--- src/rtl/rgb_raster_pkg.sv ---
package rgb_raster_pkg;

  localparam int CFG_W = 16;
  localparam int AXES  = 2;
  localparam int NREG  = 4;

  localparam logic [1:0] ADDR_SYNC  = 2'd0;
  localparam logic [1:0] ADDR_BACK  = 2'd1;
  localparam logic [1:0] ADDR_FRONT = 2'd2;
  localparam logic [1:0] ADDR_ACT   = 2'd3;

  typedef enum logic [2:0] {
    PH_REF   = 3'd0,
    PH_SYNC  = 3'd1,
    PH_BACK  = 3'd2,
    PH_ACT   = 3'd3,
    PH_FRONT = 3'd4
  } phase_e;

  typedef struct packed {
    logic [CFG_W-1:0] sync;
    logic [CFG_W-1:0] back;
    logic [CFG_W-1:0] front;
    logic [CFG_W-1:0] act;
  } axis_cfg_t;

endpackage

--- src/rtl/rgb_raster_regs.sv ---
module rgb_raster_regs
  import rgb_raster_pkg::*;
#(
  parameter int MAX_W = 1366,
  parameter int MAX_H = 768
) (
  input  logic        clk,
  input  logic        rst_n,
  input  logic        wr_en,
  input  logic [1:0]  wr_addr,
  input  logic [31:0] wr_data,
  input  logic        load,
  output axis_cfg_t   work [AXES]
);

  logic [31:0] shadow_q [NREG];
  logic [31:0] shadow_d [NREG];

  // Shadow set: software-visible copy, written at any time
  always_comb begin
    shadow_d = shadow_q;
    if (wr_en) shadow_d[wr_addr] = wr_data;
  end

  always_ff @(posedge clk or negedge rst_n) begin
    if (!rst_n) begin
      for (int i = 0; i < NREG; i++) shadow_q[i] <= '0;
    end else begin
      shadow_q <= shadow_d;
    end
  end

  // Working set per axis, refreshed only on load, active size clamped
  for (genvar a = 0; a < AXES; a++) begin : g_axis
    localparam logic [CFG_W-1:0] LIMIT = (a == 0) ? CFG_W'(MAX_W) : CFG_W'(MAX_H);
    localparam int LO = a * CFG_W;

    axis_cfg_t        work_q, work_d, fresh;
    logic [CFG_W-1:0] act_raw;

    assign act_raw = shadow_q[ADDR_ACT][LO +: CFG_W];

    always_comb begin
      fresh.sync  = shadow_q[ADDR_SYNC][LO +: CFG_W];
      fresh.back  = shadow_q[ADDR_BACK][LO +: CFG_W];
      fresh.front = shadow_q[ADDR_FRONT][LO +: CFG_W];
      fresh.act   = (act_raw > LIMIT) ? LIMIT : act_raw;
      work_d      = load ? fresh : work_q;
    end

    always_ff @(posedge clk or negedge rst_n) begin
      if (!rst_n) work_q <= '0;
      else        work_q <= work_d;
    end

    assign work[a] = work_q;
  end

endmodule

--- src/rtl/rgb_raster_axis.sv ---
module rgb_raster_axis
  import rgb_raster_pkg::*;
#(
  parameter int CW = CFG_W + 2
) (
  input  logic             clk,
  input  logic             rst_n,
  input  logic             clr,
  input  logic             step,
  input  axis_cfg_t        cfg,
  output logic             wrap,
  output phase_e           phase,
  output logic [CFG_W-1:0] coord
);

  logic [CW-1:0] pos_q, pos_d;
  logic [CW-1:0] end_ref, end_sync, end_back, end_act, last;

  // Phase boundaries: a zero-length phase yields equal boundaries and is skipped
  assign end_ref  = CW'(1);
  assign end_sync = end_ref  + CW'(cfg.sync);
  assign end_back = end_sync + CW'(cfg.back);
  assign end_act  = end_back + CW'(cfg.act);
  assign last     = end_act  + CW'(cfg.front) - CW'(1);

  always_comb begin
    if (pos_q < end_ref)       phase = PH_REF;
    else if (pos_q < end_sync) phase = PH_SYNC;
    else if (pos_q < end_back) phase = PH_BACK;
    else if (pos_q < end_act)  phase = PH_ACT;
    else                       phase = PH_FRONT;
  end

  assign coord = (phase == PH_ACT) ? CFG_W'(pos_q - end_back) : '0;
  assign wrap  = step && (pos_q == last);

  always_comb begin
    pos_d = pos_q;
    if (clr)       pos_d = '0;
    else if (wrap) pos_d = '0;
    else if (step) pos_d = pos_q + CW'(1);
  end

  always_ff @(posedge clk or negedge rst_n) begin
    if (!rst_n) pos_q <= '0;
    else        pos_q <= pos_d;
  end

endmodule

--- src/rtl/rgb_raster_gen.sv ---
module rgb_raster_gen
  import rgb_raster_pkg::*;
#(
  parameter int MAX_W = 1366,
  parameter int MAX_H = 768
) (
  input  logic             clk,
  input  logic             rst_n,
  input  logic             pix_en,
  input  logic             start,
  input  logic             wr_en,
  input  logic [1:0]       wr_addr,
  input  logic [31:0]      wr_data,
  input  logic [1:0]       sync_inv,
  output logic             hsync,
  output logic             vsync,
  output logic             de,
  output logic [CFG_W-1:0] pix_x,
  output logic [CFG_W-1:0] pix_y
);

  localparam int CW = CFG_W + 2;

  logic             running_q, running_d;
  logic             go, load;
  logic [AXES-1:0]  step, wrap, in_act, sync_lvl;
  phase_e           phase [AXES];
  logic [CFG_W-1:0] coord [AXES];
  axis_cfg_t        work  [AXES];

  assign go   = start && !running_q;
  assign load = go || wrap[AXES-1];

  always_comb begin
    running_d = running_q;
    if (go) running_d = 1'b1;
  end

  always_ff @(posedge clk or negedge rst_n) begin
    if (!rst_n) running_q <= 1'b0;
    else        running_q <= running_d;
  end

  rgb_raster_regs #(
    .MAX_W(MAX_W),
    .MAX_H(MAX_H)
  ) u_regs (
    .clk     (clk),
    .rst_n   (rst_n),
    .wr_en   (wr_en),
    .wr_addr (wr_addr),
    .wr_data (wr_data),
    .load    (load),
    .work    (work)
  );

  // Axis 0 counts enabled pixels; each further axis counts wraps of the one below
  for (genvar a = 0; a < AXES; a++) begin : g_ax
    if (a == 0) begin : g_base
      assign step[a] = running_q && pix_en;
    end else begin : g_chain
      assign step[a] = wrap[a-1];
    end

    rgb_raster_axis #(
      .CW(CW)
    ) u_axis (
      .clk   (clk),
      .rst_n (rst_n),
      .clr   (go),
      .step  (step[a]),
      .cfg   (work[a]),
      .wrap  (wrap[a]),
      .phase (phase[a]),
      .coord (coord[a])
    );

    assign in_act[a]   = (phase[a] == PH_ACT);
    assign sync_lvl[a] = (phase[a] == PH_SYNC) ^ sync_inv[a];
  end

  assign hsync = sync_lvl[0];
  assign vsync = sync_lvl[1];
  assign de    = &in_act;
  assign pix_x = coord[0];
  assign pix_y = coord[1];

endmodule

--- config.mk ---
export PLATFORM = sky130hd
export DESIGN_NAME = rgb_raster_gen
export DESIGN_NICKNAME = d
export VERILOG_FILES = /design/src/rtl/rgb_raster_pkg.sv /design/src/rtl/rgb_raster_regs.sv /design/src/rtl/rgb_raster_axis.sv /design/src/rtl/rgb_raster_gen.sv
export SDC_FILE = /design/constraint.sdc
export NUM_CORES = 1
export LEC_CHECK = 0
export CORE_MARGIN = 2
export CORE_UTILIZATION = 45
export DETAILED_ROUTE_END_ITERATION = 6
export GPL_TIMING_DRIVEN = 0
export PLACE_DENSITY = 0.75
export SETUP_SLACK_MARGIN = 0.4
export SYNTH_ARGS = -nofsm -noshare
export SYNTH_HDL_FRONTEND = slang
export SYNTH_SLANG_ARGS = --single-unit
--- constraint.sdc ---
create_clock -name clk -period 6.97 [get_ports clk]
set_input_delay 1.394 -clock clk [delete_from_list [all_inputs] [get_ports clk]]
set_output_delay 1.394 -clock clk [all_outputs]
set_load 0.05 [all_outputs]
==> flow_summary.yaml, run 1 <==
run_status:
  status: "finished, violations left"
  violations: "negative setup slack"
worst_setup_path:
  critPathArrivalTime_ns: 6.98
  crit_required_ns: 5.58
  slowest_delay_ns: 0.54
  crit_type: "flip-flop to output pin"
  cp_max_fo: 5
  end_kind: "output pin"
  cp-start-kind: "flip-flop"
  crit_top_cell: "a21oi_1"
  crit_buf_inv: 5
  critPathSlowestCell: "or4_1"
  cp_top_family: "compound AO/OA/AOI/OAI gates"
die:
  coreArea_um2: 47900
  die_h_um: 225
  io_pins: 76
  fp.dieW_um: 225
  rows: 80
  die_area_um2: 50600
  start_util_pct: 45.8
routing:
  drt-total-wl_um: 71400
  wl_per_cell_um: 22.7
  drt_iter0_markers: 1849
  dr.pass1.iters: 6
  vias: 18800
  drt-vias-per-instance: 5.99
  drtAntennaViolNets: 0
  drc_errors: 0
logic_synthesis:
  ys_ff_latch: 293
  yosysWarnings: 0
  synth_cell_type_count: 91
  yosys.area.top_type: "dfrtp_1"
  synth.area.top_cells: "dfrtp_1 33%, ha_1 13%, mux2_2 7.4%"
  synth.net_count: 2480
  syn_area_um2: 22000
  synth_top_flop_cell: "dfrtp_1"
  async_flop_share_pct: 100
  postSynthCellCount: 2201
  synth_area_per_cell_um2: 9.99
  seq_area_frac_synth_pct: 33.4
  synth_top_area_share_pct: 33.4
  synth_edf_count: 0
timing:
  setup_viol: 179
  rsz0062_at_grt: "yes"
  clock_skew_ns: 0.0309
  fin_ws_ns: -1.40
  hold_viol: 0
  tightest_slew_ns: 0.774
  min_period_over_period_pct: 120
  slew_viol_final: 0
  hold-worst-slack_ns: 0.496
  relSlewSlack_pct: 48.3
  max_clock_freq_mhz: 119
  finalSetupTns_ns: -180.05
  post-route-min-period_ns: 8.37
final_layout:
  regArea_um2: 7340
  final_util_pct: 60.5
  multi_input_comb_area_um2: 15400
  layout_common_cells: "285 x dfrtp_1, 204 x inv_1, 196 x ha_1, 132 x buf_4, 130 x mux2_2"
  drive_above_1_share_pct: 33.8
  syn_to_final_growth_pct: 31.9
  nFillCells: 3441
  final_nets: 2785
  mostFrequentLayoutCell: "dfrtp_1"
  fin_cells: 3144
  antenna_cells: 0
  stdcell_area_um2: 29000
power:
  total_power_mw: 7.44
  ir_drop_mv: 0.208
  powerDensity_nw_per_um2: 257
  p_leak_nw: 13.1
clocking:
  cts.sinks: 293
  cts_buffer_depth: 3
  cts_tree: "yes"
  cts_root_buffer: "clkbuf_16"
  clk_latency_ns: 0.60
  clkSlewWorstSetupHoldPaths_ns: 0.07
  htreeDepth: 1
  cts_buffers: 30
  cts_hold_buf: 0
global_route:
  grt_antenna_before_repair: 1
  grt_pass1_vias: 19000
  grt_max_degree: 126
  grt_pass1_wl_um: 107000
  overflow: 0
  track_usage_pct: 26.9
place:
  place_ws_ns: -2.20
  dp_hpwl_um: 46400
  portBuffers: 75
  place_area_um2: 24100
  dp_cells: 2893
  routabilityCongestion: 0.925
min_path:
  hp-class: "flip-flop to flip-flop"
job:
  cap_violations: 0
-- worst reg2reg max path, delay by kind of cell, from the launching register on --
kind | cells | cell delay [ns]
AOI/OAI and AO/OA | 9 | 2.02
xor gates and xnor gates | 3 | 0.46
adders and majority gates | 5 | 1.48
buffers and inverters | 13 | 1.51
DFF | 1 | 0.44
muxes | 2 | 0.59
and+or+nand+nor | 8 | 1.48
-- final timing paths --
check | cells past startpoint | slack (ns) | start | to
hold / removal | 1 | 0.50 | u_regs.g_axis[0].fresh[39] | u_regs.work[103]
setup / recovery | 30 | -1.40 | u_regs.work[49] | pix_y[0]
max in group asynchronous | 3 | 4.72 | rst_n | u_regs.g_axis[0].fresh[43]
setup reg to reg | 40 | -1.10 | u_regs.work[48] | u_regs.work[34]
min in group asynchronous | 1 | 0.77 | rst_n | u_regs.g_axis[1].act_raw[13]
hold reg to reg | 1 | 0.50 | u_regs.g_axis[0].fresh[39] | u_regs.work[103]
-- power by group --
| part | leakage, nW | switching, mW | internal [mW] | total [mW] |
|---|---|---|---|---|
| clock network | 0.522 | 0.749 | 0.994 | 1.74 |
| logic | 8.94 | 2.03 | 1.58 | 3.61 |
| registers | 3.67 | 0.199 | 1.89 | 2.09 |
| total | 13.1 | 2.98 | 4.46 | 7.44 |
-- per-layer routing --
layer	vias up	track usage [%]	share of wire, %
li1	8393	-	-
met3	226	2.69	6.8
met4	2	9.44	4.0
met2	882	45.3	47
met1	9343	36.2	42
met5	-	0	0.018
-- synthesized netlist by cell type, types with 8 or more instances --
master    number
o21a_1        26
a31oi_1       14
a211o_1        9
buf_12        10
or2_2         17
nand4_1       29
a211oi_1      21
nor4_1        15
mux2_2       145
a21o_1        48
buf_2          9
nand2_1      123
xor2_1        85
o21ai_0       79
xnor2_1       98
o211ai_1       8
nand3_1       61
nor2_1       136
ha_1         230
nand2b_1      35
o21bai_1      15
mux2i_1       11
o22a_1        14
inv_1        208
mux2_4        91
nor2b_1       22
o31ai_1       19
dfrtp_1      293
and3_1        16
clkbuf_1      44
nor3_1        27
a21oi_1       95
fa_1           8
-- repair_timing --
action,in CTS,in global routing
setup buffers,143,34
gates resized for setup,488,117
pin swaps,99,76
endpoints found under the setup margin,197,197
cloned,19,0
-- logic make-up after synthesis --
logic type,synth area share [%]
flip-flops,33.4
adder cells (fa/ha/maj),13.9
AND/OR/NAND/NOR,11.7
XOR/XNOR,7.73
AO/OA/AOI/OAI,13.1
buffers and inverters,5.78
multiplexers,14.4
-- sequential cells by signal, summed over array words and instances, names as in the netlist --
signal / cells
u_regs.g_axis.act_raw: 32
u_regs.g_axis.fresh: 96
u_regs.work: 128
running_q: 1
g_ax.u_axis.pos_q: 36
-- cell type report --
cell class | instances | area share (%)
buffer | 75 | 2.44
clock buffer | 41 | 3.01
clock inverter | 14 | 0.617
inverter | 209 | 2.71
multi-input combinational | 1624 | 53.0
sequential | 293 | 25.3
tap | 615 | 2.65
timing repair buffer | 273 | 10.3
(Power assumes the default switching activity.)
==> run 2: changes to the inputs <==
--- a/config.mk
+++ b/config.mk
@@ -5,6 +5,7 @@
 export SDC_FILE = /design/constraint.sdc
 export NUM_CORES = 1
 export LEC_CHECK = 0
+export CAP_MARGIN = 25
 export CORE_MARGIN = 2
 export CORE_UTILIZATION = 45
 export DETAILED_ROUTE_END_ITERATION = 6
==> run 2 against run 1 <==
  * The run still ends with negative setup slack left
  * Highest routed layer is now met4
  * Clock power is 4% lower
  * Global-route usage shrank 2.8 points
  * Largest power group unchanged
  * Combinational power down 6.1%
  * Sequential power hardly changed
  * Largest cell class unchanged
  * Worst setup slack better by 0.036 ns
  * Flip-flop and latch count did not move
  * Hold slack improved by 0.0024 ns
  * Critical endpoint is now pix_y[7]
  * Critical path type unchanged
  * Count of clock-buffer cells in the layout unchanged
  * Design area fell by 6.6%
==> flow_summary.yaml, run 2 (synthesized netlist as in run 1, its figures left out) <==
power:
  total_power_mw: 7.13
  p_leak_nw: 12.3
  powerDensity_nw_per_um2: 263
  ir_drop_mv: 0.175
global_route:
  grt_max_degree: 126
  overflow: 0
  grt_pass1_wl_um: 96600
  grt_antenna_before_repair: 0
  grt_pass1_vias: 17800
  track_usage_pct: 24.1
routing:
  wl_per_cell_um: 20.4
  drtAntennaViolNets: 0
  drt-total-wl_um: 62300
  drt-vias-per-instance: 5.76
  drt_iter0_markers: 1327
  vias: 17600
  dr.pass1.iters: 5
  drc_errors: 0
place:
  place_area_um2: 24100
  dp_hpwl_um: 46400
  portBuffers: 75
  routabilityCongestion: 0.925
clocking:
  cts.sinks: 293
  htreeDepth: 1
  cts_buffer_depth: 3
  clk_latency_ns: 0.57
  cts_buffers: 30
  clkSlewWorstSetupHoldPaths_ns: 0.06
  cts_tree: "yes"
  cts_root_buffer: "clkbuf_16"
  cts_hold_buf: 0
timing:
  hold_viol: 0
  fin_ws_ns: -1.37
  setup_viol: 190
  post-route-min-period_ns: 8.34
  tightest_slew_ns: 0.804
  finalSetupTns_ns: -122.72
  max_clock_freq_mhz: 120
  relSlewSlack_pct: 46.4
  min_period_over_period_pct: 120
  slew_viol_final: 0
  clock_skew_ns: 0.0135
  rsz0062_at_grt: "yes"
die:
  fp.dieW_um: 225
  rows: 80
  die_h_um: 225
  coreArea_um2: 47900
  start_util_pct: 45.8
  io_pins: 76
  die_area_um2: 50600
run_status:
  violations: "negative setup slack"
  status: "finished, violations left"
worst_setup_path:
  critPathSlowestCell: "or4_1"
  end_kind: "output pin"
  critPathArrivalTime_ns: 6.94
  cp_max_fo: 5
  crit_type: "flip-flop to output pin"
  crit_required_ns: 5.58
  crit_top_cell: "buf_4"
  slowest_delay_ns: 0.49
  cp-start-kind: "flip-flop"
final_layout:
  mostFrequentLayoutCell: "dfrtp_1"
  layout_common_cells: "284 x dfrtp_1, 211 x ha_1, 206 x inv_1, 137 x mux2_2, 118 x nand2_1"
  syn_to_final_growth_pct: 23.2
  stdcell_area_um2: 27100
  drive_above_1_share_pct: 28.0
  final_nets: 2697
  antenna_cells: 0
  largest_reg_flops: 128
job:
  cap_violations: 0
min_path:
  hp-class: "flip-flop to flip-flop"
==> run 2: cell count changes in the layout (fill, tap and decap cells not counted), sizes merged <==
| cell | change |
|---|---|
| buf | -93 |
| bufinv | -1 |
| clkbuf | +5 |
| clkinv | -1 |
| inv | +1 |
==> run 2: final timing paths <==
| check | cells after the start | to | slack, ns | start |
|---|---|---|---|---|
| worst min-delay path | 1 | u_regs.work[118] | 0.50 | u_regs.g_axis[0].fresh[54] |
| worst max register to register | 36 | u_regs.work[46] | -0.66 | u_regs.work[49] |
| min in group asynchronous | 1 | u_regs.g_axis[1].act_raw[12] | 0.81 | rst_n |
| max in group asynchronous | 3 | u_regs.g_axis[0].fresh[43] | 4.71 | rst_n |
| worst min register to register | 1 | u_regs.work[118] | 0.50 | u_regs.g_axis[0].fresh[54] |
| worst max-delay path | 31 | pix_y[7] | -1.37 | u_regs.work[49] |
==> run 2: cell type report <==
class | count | area (um2)
repair buffers | 185 | 1770
well taps | 615 | 769
clock buffers | 41 | 883
multi-input cells | 1624 | 14800
plain buffers | 75 | 639
flip-flops and latches | 293 | 7340
fillers | 3787 | 20900
inverters | 209 | 785
clock inverters | 13 | 141
==> run 2: per-stage QoR <==
step	worst slack [ns]	hold slack, ns	util [%]	cells
CTS	-1.15	0.501	55.5	3032
global placement	-8.92	0.482	50.1	2891
floorplan	-0.254	0.471	-	2201
global route	-1.60	0.511	56.5	3055
finish	-1.37	0.499	56.5	3055
detailed placement	-2.18	0.488	50.3	2894
==> run 2: critical path: cells and delay by family (launching register included) <==
family / cells / cell delay (ns)
buf+inv: 6 / 0.88
flops: 1 / 0.40
compound gates: 11 / 2.16
simple gates: 8 / 1.31
xor+xnor: 2 / 0.52
fa+ha+maj: 4 / 1.10
==> run 2: what timing repair did <==
item                       4_1_cts  5_1_grt
setup buffers                   80       23
setup endpoints to repair      197      197
cloned                           4        0
pin swaps                       43       33
resized for setup              364       57
==> run 2: where the power goes <==
group | total [mW] | internal (mW) | switching [mW] | leakage [nW]
sequential | 2.07 | 1.89 | 0.178 | 3.67
clock | 1.67 | 0.965 | 0.703 | 0.511
combinational | 3.39 | 1.47 | 1.92 | 8.16
==> run 2: metal layers <==
layer	vias to the layer above	GRT usage [%]	routed length, um	part of all wire [%]
met4	0	7.31	1720	2.8
met1	8663	33.4	28100	45
met2	607	39.9	29000	47
met5	-	0	0	0
li1	8227	-	-	-
met3	110	2.16	3450	5.5
